`config.mk`:
```
export PLATFORM = sky130hd
export DESIGN_NAME = lps_watchdog
export DESIGN_NICKNAME = d
export VERILOG_FILES = /design/src/rtl/lps_wd_pkg.sv /design/src/rtl/lps_sync.sv /design/src/rtl/lps_timer.sv /design/src/rtl/lps_bus_park.sv /design/src/rtl/lps_watchdog.sv
export SDC_FILE = /design/constraint.sdc
export NUM_CORES = 1
export LEC_CHECK = 0
export ABC_CLOCK_PERIOD_IN_PS = 2200
export BUFFER_PORTS_ARGS = -buffer_cell sky130_fd_sc_hd__buf_2
export CORE_MARGIN = 10
export CORE_UTILIZATION = 30
export CTS_CLUSTER_SIZE = 24
export DETAILED_ROUTE_END_ITERATION = 8
export PLACE_DENSITY = 0.55
export SETUP_SLACK_MARGIN = 0.1
export SYNTH_ARGS = -nofsm -noshare
export SYNTH_HDL_FRONTEND = slang
export SYNTH_HIERARCHICAL = 1
export SYNTH_SLANG_ARGS = --single-unit
```
`constraint.sdc`:
```
create_clock -name clk -period 2.2 [get_ports clk]
set_input_delay 0.22 -clock clk [delete_from_list [all_inputs] [get_ports clk]]
set_output_delay 0.22 -clock clk [all_outputs]
set_load 0.01 [all_outputs]
```
`src/rtl/lps_wd_pkg.sv`:
```
package lps_wd_pkg;

    localparam int DATA_W = 8;
    localparam int CTL_W  = 2;

    typedef enum logic [1:0] {
        ST_NORMAL  = 2'd0,
        ST_IFRST   = 2'd1,
        ST_CLKOFF  = 2'd2,
        ST_RECOVER = 2'd3
    } lps_stage_e;

    typedef struct packed {
        logic [DATA_W-1:0] data_o;
        logic              data_oe;
        logic [CTL_W-1:0]  ctl_o;
        logic              ctl_oe;
    } bus_ctl_t;

    // Externally visible stage code; recovery reports as interface reset.
    function automatic logic [1:0] stage_to_code(input lps_stage_e st);
        case (st)
            ST_NORMAL:  return 2'd0;
            ST_IFRST:   return 2'd1;
            ST_CLKOFF:  return 2'd2;
            default:    return 2'd1;
        endcase
    endfunction

    // Parked bus: driven low when direct, released when isolated.
    function automatic bus_ctl_t parked_bus(input logic direct);
        bus_ctl_t b;
        b.data_o  = '0;
        b.ctl_o   = '0;
        b.data_oe = direct;
        b.ctl_oe  = direct;
        return b;
    endfunction

endpackage

```
`src/rtl/lps_sync.sv`:
```
module lps_sync #(
    parameter int STAGES = 2
) (
    input  logic clk,
    input  logic rst,
    input  logic d,
    output logic q
);
    localparam int LAST = STAGES - 1;

    logic [STAGES-1:0] sr;

    generate
        if (STAGES == 1) begin : g_one
            always_ff @(posedge clk) begin
                if (rst) sr <= '0;
                else     sr <= d;
            end
        end else begin : g_chain
            always_ff @(posedge clk) begin
                if (rst) sr <= '0;
                else     sr <= {sr[STAGES-2:0], d};
            end
        end
    endgenerate

    assign q = sr[LAST];
endmodule

```
`src/rtl/lps_timer.sv`:
```
module lps_timer
    import lps_wd_pkg::*;
#(
    parameter int T1_CYC = 59,
    parameter int T2_CYC = 123
) (
    input  logic       clk,
    input  logic       rst,
    input  logic       lps_s,
    output lps_stage_e stage
);
    localparam int CNT_W = $clog2(T2_CYC + 1);
    localparam logic [CNT_W-1:0] T1_C = CNT_W'(T1_CYC);
    localparam logic [CNT_W-1:0] T2_C = CNT_W'(T2_CYC);

    logic [CNT_W-1:0] cnt;
    logic [CNT_W-1:0] cnt_n;
    lps_stage_e       low_stage;
    lps_stage_e       high_stage;

    // Saturating increment while the status stays low.
    always_comb begin
        if (cnt >= T2_C) cnt_n = T2_C;
        else             cnt_n = cnt + 1'b1;
    end

    always_comb begin
        if (cnt_n >= T2_C)      low_stage = ST_CLKOFF;
        else if (cnt_n >= T1_C) low_stage = ST_IFRST;
        else                    low_stage = ST_NORMAL;
    end

    // Leaving any reset stage passes through one recovery cycle.
    always_comb begin
        if (stage == ST_NORMAL || stage == ST_RECOVER) high_stage = ST_NORMAL;
        else                                             high_stage = ST_RECOVER;
    end

    always_ff @(posedge clk) begin
        if (rst) begin
            cnt   <= T2_C;
            stage <= ST_CLKOFF;
        end else if (lps_s) begin
            cnt   <= '0;
            stage <= high_stage;
        end else begin
            cnt   <= cnt_n;
            stage <= low_stage;
        end
    end

    assert_cnt_saturates_R4: assert property (@(posedge clk) disable iff (rst)
        cnt <= T2_C);

    assert_clkoff_holds_R4: assert property (@(posedge clk) disable iff (rst)
        (!lps_s && stage == ST_CLKOFF) |=> stage == ST_CLKOFF);

    assert_high_clears_R5: assert property (@(posedge clk) disable iff (rst)
        lps_s |=> (stage == ST_NORMAL || stage == ST_RECOVER));

    assert_recover_one_cycle_R6: assert property (@(posedge clk) disable iff (rst)
        stage == ST_RECOVER |=> stage == ST_NORMAL);
endmodule

```
`src/rtl/lps_bus_park.sv`:
```
module lps_bus_park
    import lps_wd_pkg::*;
(
    input  logic     clk,
    input  logic     rst,
    input  logic     direct_mode,
    input  logic     park,
    input  logic     clk_en,
    input  bus_ctl_t core_bus,
    output bus_ctl_t link_bus,
    output logic     clk_oe
);
    always_comb begin
        if (park) link_bus = parked_bus(direct_mode);
        else      link_bus = core_bus;
    end

    // Direct coupling keeps the clock pin driven (low when stopped).
    assign clk_oe = direct_mode | clk_en;

    assert_direct_park_R7: assert property (@(posedge clk) disable iff (rst)
        (park && direct_mode) |-> (link_bus.data_oe && link_bus.ctl_oe &&
                                   link_bus.data_o == '0 && link_bus.ctl_o == '0));

    assert_iso_park_R8: assert property (@(posedge clk) disable iff (rst)
        (park && !direct_mode) |-> (!link_bus.data_oe && !link_bus.ctl_oe));

    assert_iso_clk_pin_R9: assert property (@(posedge clk) disable iff (rst)
        (!direct_mode && !clk_en) |-> !clk_oe);
endmodule

```
`src/rtl/lps_watchdog.sv`:
```
module lps_watchdog
    import lps_wd_pkg::*;
#(
    parameter int T1_CYC      = 59,
    parameter int T2_CYC      = 123,
    parameter int SYNC_STAGES = 2
) (
    input  logic              clk,
    input  logic              rst,
    input  logic              lps_in,
    input  logic              direct_mode,
    input  logic [DATA_W-1:0] core_data_o,
    input  logic              core_data_oe,
    input  logic [CTL_W-1:0]  core_ctl_o,
    input  logic              core_ctl_oe,
    output logic [DATA_W-1:0] link_data_o,
    output logic              link_data_oe,
    output logic [CTL_W-1:0]  link_ctl_o,
    output logic              link_ctl_oe,
    output logic              link_rst,
    output logic              link_clk_en,
    output logic              link_clk_oe,
    output logic [1:0]        stage_code
);
    logic       lps_s;
    lps_stage_e stage;
    bus_ctl_t   core_bus;
    bus_ctl_t   link_bus;

    lps_sync #(.STAGES(SYNC_STAGES)) u_sync (
        .clk (clk),
        .rst (rst),
        .d   (lps_in),
        .q   (lps_s)
    );

    lps_timer #(.T1_CYC(T1_CYC), .T2_CYC(T2_CYC)) u_timer (
        .clk   (clk),
        .rst   (rst),
        .lps_s (lps_s),
        .stage (stage)
    );

    assign link_rst    = (stage != ST_NORMAL);
    assign link_clk_en = (stage != ST_CLKOFF);
    assign stage_code  = stage_to_code(stage);

    always_comb begin
        core_bus.data_o  = core_data_o;
        core_bus.data_oe = core_data_oe;
        core_bus.ctl_o   = core_ctl_o;
        core_bus.ctl_oe  = core_ctl_oe;
    end

    lps_bus_park u_park (
        .clk         (clk),
        .rst         (rst),
        .direct_mode (direct_mode),
        .park        (link_rst),
        .clk_en      (link_clk_en),
        .core_bus    (core_bus),
        .link_bus    (link_bus),
        .clk_oe      (link_clk_oe)
    );

    assign link_data_o  = link_bus.data_o;
    assign link_data_oe = link_bus.data_oe;
    assign link_ctl_o   = link_bus.ctl_o;
    assign link_ctl_oe  = link_bus.ctl_oe;

    assert_code_range_R11: assert property (@(posedge clk) disable iff (rst)
        stage_code != 2'd3);

    assert_clk_before_release_R6: assert property (@(posedge clk) disable iff (rst)
        $rose(link_clk_en) |-> link_rst);

    assert_clkoff_in_reset_R3: assert property (@(posedge clk) disable iff (rst)
        !link_clk_en |-> link_rst);

    assert_pass_through_R10: assert property (@(posedge clk) disable iff (rst)
        !link_rst |-> (link_data_o == core_data_o && link_data_oe == core_data_oe &&
                       link_ctl_o == core_ctl_o && link_ctl_oe == core_ctl_oe));
endmodule

```
==> impl_metrics.yaml <==
worst_setup_path:
  reg2reg_from: "u_timer/cnt[0]"
  worst-setup-path-type: "reg2reg"
  worstPathRequired_ns: 2.36
  path_cells: "ha_1 > and3_4 > a32o_1 > o221ai_2 > nand2_2 > a221o_1"
  cp_top_family: "compound AO/OA/AOI/OAI gates"
  critPathLaunch: "u_timer/cnt[0]"
  critPathSlowestCell: "dfxtp_1"
  cp-end-kind: "flip-flop"
  critical_path_arrival_ns: 1.95
  critical_path.startpoint_type: "flip-flop"
  crit_fanout: 7
  cp_slowest_stage_delay_ns: 0.37
  critPathBufInv: 0
timing:
  tns_ns: 0
  period_needed_ns: 1.784
  tightestPinTransition_ns: 0.3978
  hold_slack_ns: 0.1550
  finalSetupViolCount: 0
  maxSlewViolCount: 0
  slew_headroom_pct: 73.48
  final.period_utilization_pct: 81.10
  rsz0062_at_grt: "no"
  max_freq_mhz: 560.5
  clock_skew_ns: 0.004856
  finalHoldViolations: 0
synthesis:
  synth_compound_area_share_pct: 16.25
  synth_top_area_share_pct: 33.65
  async_reset_ff_share_pct: 0
  synth_fp_nets: 92
  synth_simple_gate_area_share_pct: 34.99
  synth_top_family_by_area: "simple AND/OR/NAND/NOR gates"
  yosys.cell_count.top_type: "nor2b_1"
  yosys_warnings: 6
  ys_seq_elements: 11
  synthTopCellsByArea: "dfxtp_1 (34%), nor2b_1 (13%), xnor2_1 (4.0%)"
  ys_types: 32
  synth_common_cells: "nor2b_1 (14), dfxtp_1 (11), a21oi_1 (5)"
  synth_fa_ha_area_share_pct: 1.912
  synth_top_flop_cell: "dfxtp_1"
  synthMuxAreaShare_pct: 3.442
  yosys.area_share.xor_xnor_pct: 6.692
  postSynthAreaPerCell_sq_um: 8.725
  netlist_instances: 75
  synth_area_leader_cell: "dfxtp_1"
  synth-edff-count: 0
  netlist_area_sq_um: 654.4
  ys_seq_area_share_pct: 33.65
finish:
  insertedDiodeCount: 0
  nNetsFinal: 125
  multi_input_area_sq_um: 414.1
  regArea_sq_um: 220.2
  syn_to_final_growth_pct: 31.17
  n_fill_cell: 200
  drive_gt1_share_pct: 42.06
  fin_cells: 134
power_and_ir_drop:
  clockPowerShare_pct: 20.4
  switching_share_pct: 37.14
  p_per_area_nw_per_um2: 807.2
  internal-power_uw: 435.5
  leakage_uw: 0.0003975
  p_seq_share_pct: 37.3
  combinationalPowerShare_pct: 42.3
  power.net_switching_uw: 257.3
  vdd_drop_max_mv: 0.3664
grt:
  grt_overflow: 0
  antenna_found_initial: 0
  grt_pass1_wl_mm: 2.470
  grt_usage_pct: 6.833
  grt_pass1_vias: 565
  grt_max_degree: 14
route:
  wl_per_cell_microns: 12.15
  vias_per_cell: 4.619
  drc: 0
  drtIter0Drc: 12
  drtPass1Iterations: 4
  num_vias: 619
  antenna_left: 0
  drt_wl_total_mm: 1.628
clock_tree:
  postCtsSetupBuffers: 0
  holdBufCountCts: 0
  post_cts_resized: 0
  insertion_delay_ns: 0.28
  cts_made_buffers: 3
  root_buffer: "clkbuf_4"
  cts_buffer_depth: 2
  clkTransAtPathRegs_ns: 0.07
  cts_sinks: 11
  htreeDepth: 1
  cts_tree: "done"
run_status:
  outcome: "completed"
worst_hold_path:
  min_path_type: "in2reg"
  hp-start: "lps_in"
floorplan:
  num_rows: 16
  io_pins: 33
  start_util_pct: 32.36
  die_h_microns: 66.71
  coreArea_sq_um: 2022
  die_x_microns: 66.71
  die-area_sq_um: 4450
placed_design:
  dp.cells: 130
  numPortBuffers: 32
  gp_congestion: 0.7496
  dp_hpwl_mm: 1.272
flow_run:
  maxCapViolCount: 0
[sequential cells by signal (all words and copies together), names as in the netlist]
name / count
u_sync/sr: 2
u_timer/stage: 2
u_timer/cnt: 7
[layout make-up]
class,count,share of cell area (%)
multi-input cells,59,48.25
flip-flops and latches,11,25.66
repair buffers,32,18.66
well taps,27,3.936
clock buffers,4,3.061
inverters,1,0.4373
[worst register-to-register path, cell delays in order, from the launching register on]
cell and delay, ns:
dfxtp_1 0.37, ha_1 0.26, and3_4 0.20, a32o_1 0.25
o221ai_2 0.22, nand2_2 0.08, a221o_1 0.29
[power groups by stage]
stage	Clock, uW	Sequential, uW	Combinational [uW]
global route	154	265	326
detailed placement	0	262	296
finish	141	259	293
floorplan	0	255	211
global placement	0	262	296
CTS	150	258	298
[per-stage QoR]
step	cell area, sq um	total power, uW	utilization [%]	setup WS, ns
6_report	858.3	692.8	42.45	0.4159
5_1_grt	858.3	745.1	42.45	0.3307
4_1_cts	858.3	706.4	42.45	0.4204
3_5_place_dp	832.0	558.3	41.15	0.4580
3_3_place_gp	832.0	557.8	41.15	0.4908
2_1_floorplan	654.4	465.3	-	0.5295
[final timing paths]
kind | endpoint | slack (ns) | depth (start not counted)
min | u_sync/sr[0] | 0.16 | 2
max | u_timer/stage[1] | 0.42 | 6
max reg2reg | u_timer/stage[1] | 0.42 | 6
min reg2reg | u_sync/sr[1] | 0.45 | 1
[cell families after synthesis]
group | after synthesis
buf+inv | 5
xor+xnor | 5
flops | 11
simple gates | 37
fa+ha+maj | 1
compound gates | 14
mux | 2
[metal layers]
layer  GRT usage, %  part of all wire, %  up-vias
li1               -                    -      320
met1          6.842                   41      262
met2          11.02                   42       33
met3          3.679                   15        4
met4          3.927                  1.5        0
met5              0                    0        -
[cells in the final DEF (no fill, tap or decap), types with 2 or more instances in the layout]
master and count:
buf_2 32, or2_2 4, dfxtp_1 11, clkbuf_4 3, nand2_1 3, a21oi_1 5
xor2_1 2, xnor2_1 3, nor2_1 4, mux2_1 2, or2_1 3, nor2b_1 14
Power figures use the tool's default switching activity.
